[src/rtl/wp_pkg.sv]
package wp_pkg;
  localparam int NUM_WAYS = 2;
  typedef logic way_t;
  typedef enum logic [1:0] {
    FX_IDLE = 2'd0,
    FX_WAIT = 2'd1,
    FX_SEND = 2'd2
  } fix_state_e;
endpackage

[src/rtl/wp_pred_table.sv]
module wp_pred_table #(
  parameter int SETS = 16
) (
  input  logic                      clk,
  input  logic                      rst_n,
  input  logic [$clog2(SETS)-1:0]   rd_idx,
  output wp_pkg::way_t              rd_way,
  input  logic                      wr_en,
  input  logic [$clog2(SETS)-1:0]   wr_idx,
  input  wp_pkg::way_t              wr_way
);
  logic [SETS-1:0] guess_q;
  logic [SETS-1:0] guess_d;

  always_comb begin
    guess_d = guess_q;
    if (wr_en) begin
      guess_d[wr_idx] = wr_way;
    end
  end

  always_ff @(posedge clk or negedge rst_n) begin
    if (!rst_n) begin
      guess_q <= '0;
    end else if (wr_en) begin
      guess_q <= guess_d;
    end
  end

  // an update landing this edge is forwarded to a lookup in the same cycle
  assign rd_way = (wr_en && (wr_idx == rd_idx)) ? wr_way : guess_q[rd_idx];
endmodule

[src/rtl/wp_line_store.sv]
module wp_line_store #(
  parameter int SETS   = 16,
  parameter int TAG_W  = 12,
  parameter int DATA_W = 32
) (
  input  logic                                       clk,
  input  logic                                       rst_n,
  input  logic                                       wr_en,
  input  logic [$clog2(SETS)-1:0]                    wr_idx,
  input  wp_pkg::way_t                               wr_way,
  input  logic [TAG_W-1:0]                           wr_tag,
  input  logic [DATA_W-1:0]                          wr_data,
  input  logic [$clog2(SETS)-1:0]                    rd_idx,
  input  wp_pkg::way_t                               rd_way,
  output logic [wp_pkg::NUM_WAYS-1:0][TAG_W-1:0]     rd_tags,
  output logic [wp_pkg::NUM_WAYS-1:0]                rd_vld,
  output logic [DATA_W-1:0]                          rd_data,
  input  logic [$clog2(SETS)-1:0]                    alt_idx,
  input  wp_pkg::way_t                               alt_way,
  output logic [DATA_W-1:0]                          alt_data
);
  localparam int WAYS = wp_pkg::NUM_WAYS;

  logic [WAYS-1:0][DATA_W-1:0] rd_way_data;
  logic [WAYS-1:0][DATA_W-1:0] alt_way_data;

  for (genvar g = 0; g < WAYS; g++) begin : g_way
    logic [TAG_W-1:0]  tag_q  [SETS];
    logic [DATA_W-1:0] data_q [SETS];
    logic [SETS-1:0]   vld_q;
    logic [SETS-1:0]   vld_d;
    logic              way_we;

    assign way_we = wr_en && (wr_way == wp_pkg::way_t'(g));

    always_comb begin
      vld_d = vld_q;
      if (way_we) begin
        vld_d[wr_idx] = 1'b1;
      end
    end

    always_ff @(posedge clk or negedge rst_n) begin
      if (!rst_n) begin
        vld_q <= '0;
      end else if (way_we) begin
        vld_q <= vld_d;
      end
    end

    always_ff @(posedge clk) begin
      if (way_we) begin
        tag_q[wr_idx]  <= wr_tag;
        data_q[wr_idx] <= wr_data;
      end
    end

    assign rd_tags[g]      = tag_q[rd_idx];
    assign rd_vld[g]       = vld_q[rd_idx];
    assign rd_way_data[g]  = data_q[rd_idx];
    assign alt_way_data[g] = data_q[alt_idx];
  end

  assign rd_data  = rd_way_data[rd_way];
  assign alt_data = alt_way_data[alt_way];
endmodule

[src/rtl/wp_tag_cmp.sv]
module wp_tag_cmp #(
  parameter int TAG_W = 12
) (
  input  logic [wp_pkg::NUM_WAYS-1:0][TAG_W-1:0] way_tags,
  input  logic [wp_pkg::NUM_WAYS-1:0]            way_vld,
  input  logic [TAG_W-1:0]                       look_tag,
  output logic [wp_pkg::NUM_WAYS-1:0]            way_hit
);
  for (genvar g = 0; g < wp_pkg::NUM_WAYS; g++) begin : g_cmp
    assign way_hit[g] = way_vld[g] && (way_tags[g] == look_tag);
  end
endmodule

[src/rtl/wp_lookup.sv]
module wp_lookup #(
  parameter int SETS   = 16,
  parameter int TAG_W  = 12,
  parameter int DATA_W = 32
) (
  input  logic                    clk,
  input  logic                    rst_n,
  input  logic                    req_valid,
  output logic                    req_ready,
  input  logic [$clog2(SETS)-1:0] req_index,
  input  logic [TAG_W-1:0]        req_tag,
  output logic                    rsp_valid,
  output logic                    rsp_cancel,
  output logic [DATA_W-1:0]       rsp_data,
  output logic                    miss_valid,
  output logic [$clog2(SETS)-1:0] miss_index,
  output logic [TAG_W-1:0]        miss_tag,
  output logic                    miss_way,
  input  logic                    fill_valid,
  input  logic [$clog2(SETS)-1:0] fill_index,
  input  logic                    fill_way,
  input  logic [TAG_W-1:0]        fill_tag,
  input  logic [DATA_W-1:0]       fill_data
);
  import wp_pkg::*;
  localparam int IDX_W = $clog2(SETS);
  localparam int WAYS  = NUM_WAYS;

  // reset: asserted at once, released two edges later
  logic [1:0] rst_sync_q;
  logic       rst_int_n;

  always_ff @(posedge clk or negedge rst_n) begin
    if (!rst_n) begin
      rst_sync_q <= 2'b00;
    end else begin
      rst_sync_q <= {rst_sync_q[0], 1'b1};
    end
  end
  assign rst_int_n = rst_sync_q[1];

  // ---------------- request stage ----------------
  logic                       accept;
  way_t                       guess_way;
  logic [WAYS-1:0][TAG_W-1:0] set_tags;
  logic [WAYS-1:0]            set_vld;
  logic [DATA_W-1:0]          guess_data;
  logic [DATA_W-1:0]          other_data;

  // ---------------- check stage ----------------
  logic                       chk_v_q;
  logic [IDX_W-1:0]           chk_idx_q;
  logic [TAG_W-1:0]           chk_tag_q;
  way_t                       chk_way_q;
  logic [DATA_W-1:0]          chk_data_q;
  logic [WAYS-1:0][TAG_W-1:0] chk_tags_q;
  logic [WAYS-1:0]            chk_vld_q;
  logic [WAYS-1:0]            chk_hit;

  logic guess_ok;
  logic any_hit;
  logic wrong_guess;
  logic no_hit;
  way_t hit_way;
  way_t victim_way;
  logic guess_we;
  way_t guess_new;

  // ---------------- correction ----------------
  fix_state_e        fix_q;
  fix_state_e        fix_d;
  logic [DATA_W-1:0] fix_data_q;

  wp_pred_table #(.SETS(SETS)) u_guess (
    .clk    (clk),
    .rst_n  (rst_int_n),
    .rd_idx (req_index),
    .rd_way (guess_way),
    .wr_en  (guess_we),
    .wr_idx (chk_idx_q),
    .wr_way (guess_new)
  );

  wp_line_store #(.SETS(SETS), .TAG_W(TAG_W), .DATA_W(DATA_W)) u_store (
    .clk      (clk),
    .rst_n    (rst_int_n),
    .wr_en    (fill_valid),
    .wr_idx   (fill_index),
    .wr_way   (way_t'(fill_way)),
    .wr_tag   (fill_tag),
    .wr_data  (fill_data),
    .rd_idx   (req_index),
    .rd_way   (guess_way),
    .rd_tags  (set_tags),
    .rd_vld   (set_vld),
    .rd_data  (guess_data),
    .alt_idx  (chk_idx_q),
    .alt_way  (hit_way),
    .alt_data (other_data)
  );

  wp_tag_cmp #(.TAG_W(TAG_W)) u_cmp (
    .way_tags (chk_tags_q),
    .way_vld  (chk_vld_q),
    .look_tag (chk_tag_q),
    .way_hit  (chk_hit)
  );

  assign guess_ok    = chk_hit[chk_way_q];
  assign any_hit     = |chk_hit;
  assign wrong_guess = chk_v_q && !guess_ok && any_hit;
  assign no_hit      = chk_v_q && !any_hit;
  assign hit_way     = chk_hit[0] ? 1'b0 : 1'b1;

  always_comb begin
    if (!chk_vld_q[0]) begin
      victim_way = 1'b0;
    end else if (!chk_vld_q[1]) begin
      victim_way = 1'b1;
    end else begin
      victim_way = ~chk_way_q;
    end
  end

  assign guess_we  = wrong_guess || no_hit;
  assign guess_new = no_hit ? victim_way : hit_way;

  assign req_ready = (fix_q != FX_WAIT) && !wrong_guess;
  assign accept    = req_valid && req_ready;

  // correction sequencer: next state
  always_comb begin
    fix_d = fix_q;
    unique case (fix_q)
      FX_IDLE: if (wrong_guess) fix_d = FX_WAIT;
      FX_WAIT: fix_d = FX_SEND;
      FX_SEND: fix_d = FX_IDLE;
      default: fix_d = FX_IDLE;
    endcase
  end

  // control registers
  always_ff @(posedge clk or negedge rst_int_n) begin
    if (!rst_int_n) begin
      chk_v_q <= 1'b0;
      fix_q   <= FX_IDLE;
    end else begin
      chk_v_q <= accept;
      fix_q   <= fix_d;
    end
  end

  // datapath registers, clock-enabled, no reset
  always_ff @(posedge clk) begin
    if (accept) begin
      chk_idx_q  <= req_index;
      chk_tag_q  <= req_tag;
      chk_way_q  <= guess_way;
      chk_data_q <= guess_data;
      chk_tags_q <= set_tags;
      chk_vld_q  <= set_vld;
    end
  end

  always_ff @(posedge clk) begin
    if (wrong_guess) begin
      fix_data_q <= other_data;
    end
  end

  assign rsp_valid  = chk_v_q || (fix_q == FX_SEND);
  assign rsp_cancel = chk_v_q && !guess_ok;
  assign rsp_data   = (fix_q == FX_SEND) ? fix_data_q : chk_data_q;

  assign miss_valid = no_hit;
  assign miss_index = chk_idx_q;
  assign miss_tag   = chk_tag_q;
  assign miss_way   = victim_way;
endmodule

[config.mk]
export PLATFORM = sky130hd
export DESIGN_NAME = wp_lookup
export DESIGN_NICKNAME = d
export VERILOG_FILES = /design/src/rtl/wp_pkg.sv /design/src/rtl/wp_pred_table.sv /design/src/rtl/wp_line_store.sv /design/src/rtl/wp_tag_cmp.sv /design/src/rtl/wp_lookup.sv
export SDC_FILE = /design/constraint.sdc
export NUM_CORES = 2
export LEC_CHECK = 0
export ABC_AREA = 1
export BUFFER_PORTS_ARGS = -buffer_cell sky130_fd_sc_hd__buf_2
export CELL_PAD_IN_SITES_DETAIL_PLACEMENT = 1
export CELL_PAD_IN_SITES_GLOBAL_PLACEMENT = 2
export CORE_ASPECT_RATIO = 1.1
export CORE_UTILIZATION = 39
export CTS_CLUSTER_SIZE = 14
export DETAILED_ROUTE_END_ITERATION = 10
export GPL_ROUTABILITY_DRIVEN = 0
export PLACE_DENSITY_LB_ADDON = 0.15
export SLEW_MARGIN = 0
export SYNTH_ARGS = -nofsm -noshare
export SYNTH_HDL_FRONTEND = slang
export SYNTH_SLANG_ARGS = --single-unit
[constraint.sdc]
create_clock -name clk -period 2 [get_ports clk]
set_input_delay 0 -clock clk [delete_from_list [all_inputs] [get_ports clk]]
set_output_delay 0 -clock clk [all_outputs]
set_load 0.02 [all_outputs]
# [Word level (Yosys, flattened, before mapping)]
# Memories as Yosys holds them, arrays and structs flattened. A register that Yosys moved wholly into a read port is not among the register bits.
# Index checks and enable logic that the tools add are counted.
[op_classes] n_mul=0 n_eq_ne=7 bitwise=4 n_mux=31 reduce_logical=19 order_cmp=8 addsub=0 n_shift=0 div=0
[ops] op="$mux 32" n=5
[ops] op="$or 16x16->16" n=2
[ops] op="$eq 12x12->1" n=2
[ops] op="$bwmux 16" n=1
[ops] op="$mux 1" n=16
[ops] op="$lt 4x5->1 const B" n=3
[ops] op="$bmux 1 s4" n=3
[ops] op="$logic_and 1x1->1" n=12
[ops] op="$demux 1 s4" n=2
[ops] op="$ge 4x1->1 const B" n=2
[ops] op="$mux 4" n=2
[ops] op="$lt 1x2->1 const B" n=3
[ops] op="$eq 4x4->1" n=1
[ops] op="$pmux 2 s2" n=1
[ops] op="$logic_not 1->1" n=3
[ops] op="$eq 2x1->1 const B" n=1
[ops] op="$eq 2x2->1 const B" n=1
[ops] op="$logic_not 2->1" n=1
[ops] op="$logic_or 1x1->1" n=2
[ops] op="$mux 2" n=1
[ops] op="$ne 2x1->1 const B" n=1
[ops] op="$ne 2x2->1 const B" n=1
[ops] op="$not 1->1" n=2
[ops] op="$reduce_or 2->1" n=1
[word_totals] inputBits=69 latch_bits=0 rom_bits=0 memories=4 regBits=136 ramBits=1408
[mem_list] name="u_store.g_way[0].data_q" depth=16 word_bits=32 read_ports=2 rd_clocked_by_memory_dff=1 write_ports=1 line_no="wp_line_store.sv:29" rtl="logic [DATA_W-1:0] data_q [SETS];"
[mem_list] name="u_store.g_way[1].data_q" depth=16 word_bits=32 read_ports=2 rd_clocked_by_memory_dff=1 write_ports=1 line_no="wp_line_store.sv:29"
[mem_list] name="u_store.g_way[0].tag_q" depth=16 word_bits=12 read_ports=1 rd_clocked_by_memory_dff=1 write_ports=1 line_no="wp_line_store.sv:28" rtl="logic [TAG_W-1:0] tag_q [SETS];"
[mem_list] name="u_store.g_way[1].tag_q" depth=16 word_bits=12 read_ports=1 rd_clocked_by_memory_dff=1 write_ports=1 line_no="wp_line_store.sv:28"

# [Longest topological paths before layout]
[logic_depth] depth_word=12 ltp_mapped=15

# [Cells and area by module]
# Synthesis repeated with hierarchy kept, for this count alone.
[hier_totals] hier_cells=7670 area_unflattened_um2=73110.1
[modules_own_cells] module="wp_line_store" cells_each=7198 area_each_um2=67811.3 seq_area_each_um2=43081.3 n_inst=1
[modules_own_cells] module="wp_lookup" cells_each=249 area_each_um2=3946.3 seq_area_each_um2=3338.2 n_inst=1
[modules_own_cells] module="wp_pred_table" cells_each=136 area_each_um2=957.2 seq_area_each_um2=400.4 n_inst=1
[modules_own_cells] module="wp_tag_cmp" cells_each=87 area_each_um2=395.4 seq_area_each_um2=0.0 n_inst=1

# [Worst setup path before layout]
# No wires, ideal clock.
[synth_path] kind="register to register" start="register chk_tag_q[2] (netlist: miss_tag[2])" end="register chk_data_q[0] (enable)" stages_incl_launch_ff=10 t_arrival_ps=3060 n_path_buf=0 required_ps=1571 path_slack_ps=-1490 path_cell_list="edfxtp_1 > inv_1 > or2_2 > nand3b_1 > nor2_1 > nand2_1 > nand2_1 > nand4_1 > nand3_1 > inv_1"
[synth_between] elab_chain_cells=10 word_cells_on_any_way=13
[synth_rtl] item="from (decl)" line_no="wp_lookup.sv:53" rtl="logic [TAG_W-1:0] chk_tag_q;"
[synth_rtl] item="from (signal assigned)" line_no="wp_lookup.sv:157" rtl="chk_tag_q <= req_tag;"
[synth_rtl] item="$eq 12x12->1" line_no="wp_tag_cmp.sv:10" rtl="assign way_hit[g] = way_vld[g] && (way_tags[g] == look_tag);"
[synth_rtl] item="$logic_and 1x1->1" line_no="wp_tag_cmp.sv:10"
[synth_rtl] item="$mux 1 (not written as such) (2 in series)" line_no="wp_lookup.sv:109" rtl="assign guess_ok = chk_hit[chk_way_q];"
[synth_rtl] item="$logic_not 1->1" line_no="wp_lookup.sv:111" rtl="assign wrong_guess = chk_v_q && !guess_ok && any_hit;"
[synth_rtl] item="$logic_and 1x1->1" line_no="wp_lookup.sv:111"
[synth_rtl] item="$logic_and 1x1->1 (*)" line_no="wp_lookup.sv:111"
[synth_rtl] item="$logic_not 1->1 (*)" line_no="wp_lookup.sv:128" rtl="assign req_ready = (fix_q != FX_WAIT) && !wrong_guess;"
[synth_rtl] item="$logic_and 1x1->1 (*)" line_no="wp_lookup.sv:128"
[synth_rtl] item="$logic_and 1x1->1 (*)" line_no="wp_lookup.sv:129" rtl="assign accept = req_valid && req_ready;"
[synth_rtl] item="named net accept" line_no="wp_lookup.sv:43" rtl="logic accept;"
[synth_rtl] item="to (signal assigned)" line_no="wp_lookup.sv:159" rtl="chk_data_q <= guess_data;"
[synth_rtl] item="to (decl)" line_no="wp_lookup.sv:55" rtl="logic [DATA_W-1:0] chk_data_q;"
# Mark *: on every way through the listed nets, which the timed path passes. The rest lies on a longest branch. The select of a mux whose other input is x is not followed.
# A chain may end at the register's enable or synchronous reset.

# [Final worst setup path]
[layout_path] start="register chk_tag_q[4] (netlist: miss_tag[4])" end="output port req_ready"
[layout_between] elab_chain_cells=9 word_cells_on_any_way=12
[layout_rtl] item="$eq 12x12->1" line_no="wp_tag_cmp.sv:10"
[layout_rtl] item="$logic_and 1x1->1" line_no="wp_tag_cmp.sv:10"
[layout_rtl] item="$mux 1 (not written as such) (2 in series)" line_no="wp_lookup.sv:109"
[layout_rtl] item="$logic_not 1->1" line_no="wp_lookup.sv:111"
[layout_rtl] item="$logic_and 1x1->1" line_no="wp_lookup.sv:111"
[layout_rtl] item="$logic_and 1x1->1 (*)" line_no="wp_lookup.sv:111"
[layout_rtl] item="named net wrong_guess" line_no="wp_lookup.sv:62" rtl="logic wrong_guess;"
[layout_rtl] item="$logic_not 1->1 (*)" line_no="wp_lookup.sv:128"
[layout_rtl] item="$logic_and 1x1->1 (*)" line_no="wp_lookup.sv:128"
[layout_rtl] item="to (decl)" line_no="wp_lookup.sv:9" rtl="output logic req_ready,"
# Marks and branches as above.

==> results.md <==
- Status: complete, but fails checks
- Failing checks: setup timing
- Ys flop type: edfxtp_1
- Reg area: 0.0469 mm2
- Crit-path max cell delay: 470 ps
- WS Path Type: reg -> out
- Share of layout cells above drive strength 1: 16.9%
- # H-tree levels: 4
- Critical R2R Launch: miss_tag[9]$_DFFE_PP_
- I/O pin total: 122
- Area delta synth->final: 22.8%
- CTS tree: yes
- PD cells: 899 mW/mm2
- Initial Util: 39.4%
- Top cells by count, synth: edfxtp_1, nor2_1, o21ai_0
- CP max FO: 4
- Top cells by area, synth: edfxtp_1, o21ai_0, nor2_1, o221ai_1, o22ai_1
- Drt total wl: 297,000 um
- Peak supply drop: 975 uV
- MaxCap Viol Count: 0
- CP startpoint: miss_tag[4]$_DFFE_PP_
- Post-detail-place hpwl: 186,000 um
- Seq/Total Area, Yosys: 66.1%
- NetSw: 20,300 uW
- Final hold vios: 0
- Root Buffer: clkbuf_16
- Setup-failing EPs final: 227
- Syn. warnings: 0
- Max Fclk: 365 MHz
- DR vias: 58,000
- Comb pwr share: 12.2%
- Die W: 409 um
- Post-synth EDFFs: 1,515
- Die footprint: 0.184 mm2
- # DRC: 0
- Number of global-route vias before repair: 58,700
- Fin crit period: 2740 ps
- Share of the synthesized area in the top cell type: 64.1%
- Post-Syn Area: 0.0710 mm2
- Critical R2R Capture: chk_data_q[8]$_DFFE_PP_
- Worst Hold Margin: 121 ps
- Register share of total power: 47.5%
- Hold WC Path Type: in -> reg
- Critical Path AT: 2740 ps
- Synth Register Bits: 1,572
- Row cnt: 163
- Syn Area/Cell: 11.0 um2
- Clock Power Share: 40.3%
- Port buffer count: 121
- DR WL/cell: 31.4 um
- CP max stage cell: edfxtp_1
- Pre-antenna DRT Iters: 5
- Sw frac: 25.9%
- GRT Overall Usage: 31.6%
- Synth Instances: 6,467
- Core box area: 0.180 mm2
- Crit share post-route: 137%
- CTS buffer count: 174
- Pins Over Slew Limit: 0
- Post-synthesis net count: 6,536
- Clk_lat worst skew: 840 ps
- Final #Nets: 6,988
- Crit end category: output port
- Sink Count: 1,572
- Max Clock Skew: 27.1 ps
- FFs w/ async S/R, synth: 3.37%
- Leak: 0.0297 uW
- Setup crit end: req_ready
- R2R setup slack: -490 ps
- Dpl ws: -292 ps
- Most common cell in the netlist: edfxtp_1
- Slew HR: 53.6%
- Synth area leader: edfxtp_1
- CP Launch Type: flop
- Drt first-iter violations: 5,807
- Global-route wire length before repair: 423,000 um
- Internal Power: 58,000 uW
- Via density: 6.14
- Worst path cell trace: xnor2_2 > nand3_1 > nor2_4 > nand3_2 > nand4_1 > buf_4 > clkinv_4 > buf_6 > nor2_4 > buf_6
- Post-DRT Antenna Nets: 0
- Grt total ovfl: 0
- Clock Tree Buf Depth: 3
- Fillers: 18,800
- Die height: 449 um
- Slew @ Worst Pin: 695 ps
- Reg2reg path depth: 16
- Critical Path RT: 2000 ps
- Setup ws final: -741 ps
- Clock transition at the registers of the reported paths: 60 ps
- Area of the multi-input gates: 0.0221 mm2
- Initial antenna violation count: 10
- Unrepaired setup endpoints after global routing: true
- Distinct cell type count after synthesis: 40
- Largest net degree at the start of global routing: 87
layout by cell type (no fill, tap or decap), types with 52 or more instances in the layout:
master / count
nor2_1: 1372
nand2_2: 52
buf_2: 93
o211ai_1: 102
clkbuf_16: 183
o22ai_1: 231
nand3_1: 203
nand2_1: 279
nor2_4: 67
o21ai_1: 113
o21ai_0: 1301
buf_12: 219
edfxtp_1: 1515
inv_1: 82
o221ai_1: 310
dlygate4sd3_1: 88
buf_4: 355
sequential cells by signal, indices dropped and copies added (netlist names), 4 cells and up, named ones only:
signal	count
miss_index	4
u_store.g_way.data_q	1024
fix_data_q	32
chk_tags_q	24
miss_tag	12
u_store.g_way.vld_q	32
u_guess.guess_q	16
u_store.g_way.tag_q	384
chk_data_q	32
area by class of cell:
type                    count  area share (%)
repair buffers            813            10.6
flip-flops and latches   1572            53.8
clock buffers             222            5.32
clock inverters            91           0.936
diodes                      3         0.00861
well taps                2392            3.43
multi-input cells        4259            25.4
inverters                  99           0.504
routing by layer:
| layer | share of wire (%) | global-route usage [%] |
|---|---|---|
| met5 | 0.0027 | 0 |
| met1 | 42 | 42.6 |
| met3 | 5.8 | 3.48 |
| met4 | 4.1 | 12.6 |
| met2 | 48 | 52.1 |
stage by stage:
stage / TNS, ps / std cells / cell area [um2] / util [%] / total power [uW]
finish: -62640 / 9451 / 87200 / 48.4 / 78400
global route: -83110 / 9450 / 87200 / 48.4 / 80600
CTS: -75410 / 9424 / 86100 / 47.8 / 78400
detailed placement: -36240 / 8999 / 79300 / 44.0 / 46800
global placement: -27440 / 8999 / 79300 / 44.0 / 46700
floorplan: -116780 / 6467 / 71100 / - / 42200
how the worst min path moves through the flow:
stage / slack, ps / to / cells after the start / startpoint
finish: 120 / flop / 4 / req_valid
global route: 130 / flop / 4 / req_valid
CTS: 40 / flop / 4 / req_valid
detailed placement: -210 / rst_sync_q[0]$_DFF_PN0_ / 1 / rst_n
global placement: -210 / rst_sync_q[0]$_DFF_PN0_ / 1 / rst_n
floorplan: -300 / rst_sync_q[0]$_DFF_PN0_ / 0 / rst_n
critical path, delay by kind of cell (launching register included):
kind | cells | cell delay, ps
simple gates | 5 | 730
flops | 1 | 470
xor+xnor | 1 | 250
buf+inv | 4 | 470
power groups by stage:
stage | sequential, uW | combinational [uW] | clock [uW]
3_5_place_dp | 37900 | 8930 | 0
2_1_floorplan | 37800 | 4450 | 0
3_3_place_gp | 37900 | 8840 | 0
5_1_grt | 37300 | 10200 | 33100
4_1_cts | 37200 | 9210 | 32000
6_report | 37200 | 9540 | 31600
cell families (layout without fill, tap and decap cells):
| group | Yosys count | after routing | share of synthesized area (%) |
|---|---|---|---|
| AO/OA/AOI/OAI | 2174 | 2174 | 17.9 |
| AND/OR/NAND/NOR | 2038 | 2038 | 11.4 |
| flip-flops | 1572 | 1572 | 66.1 |
| buffers and inverters | 636 | 1225 | 3.98 |
| multiplexers | 40 | 40 | 0.621 |
| XOR/XNOR | 6 | 6 | 0.0741 |
| other | 1 | 4 | 0.00529 |
repair_timing:
| action | in CTS | in global routing |
|---|---|---|
| endpoints found under the hold margin | 1611 | 0 |
| pin swaps | 24 | 60 |
| hold buffers | 88 | 0 |
| cloned | 2 | 5 |
| endpoints found under the setup margin | 214 | 271 |
| setup buffers | 25 | 29 |
| gates resized for setup | 77 | 215 |
Note: power is estimated with default switching activity, not from simulation.
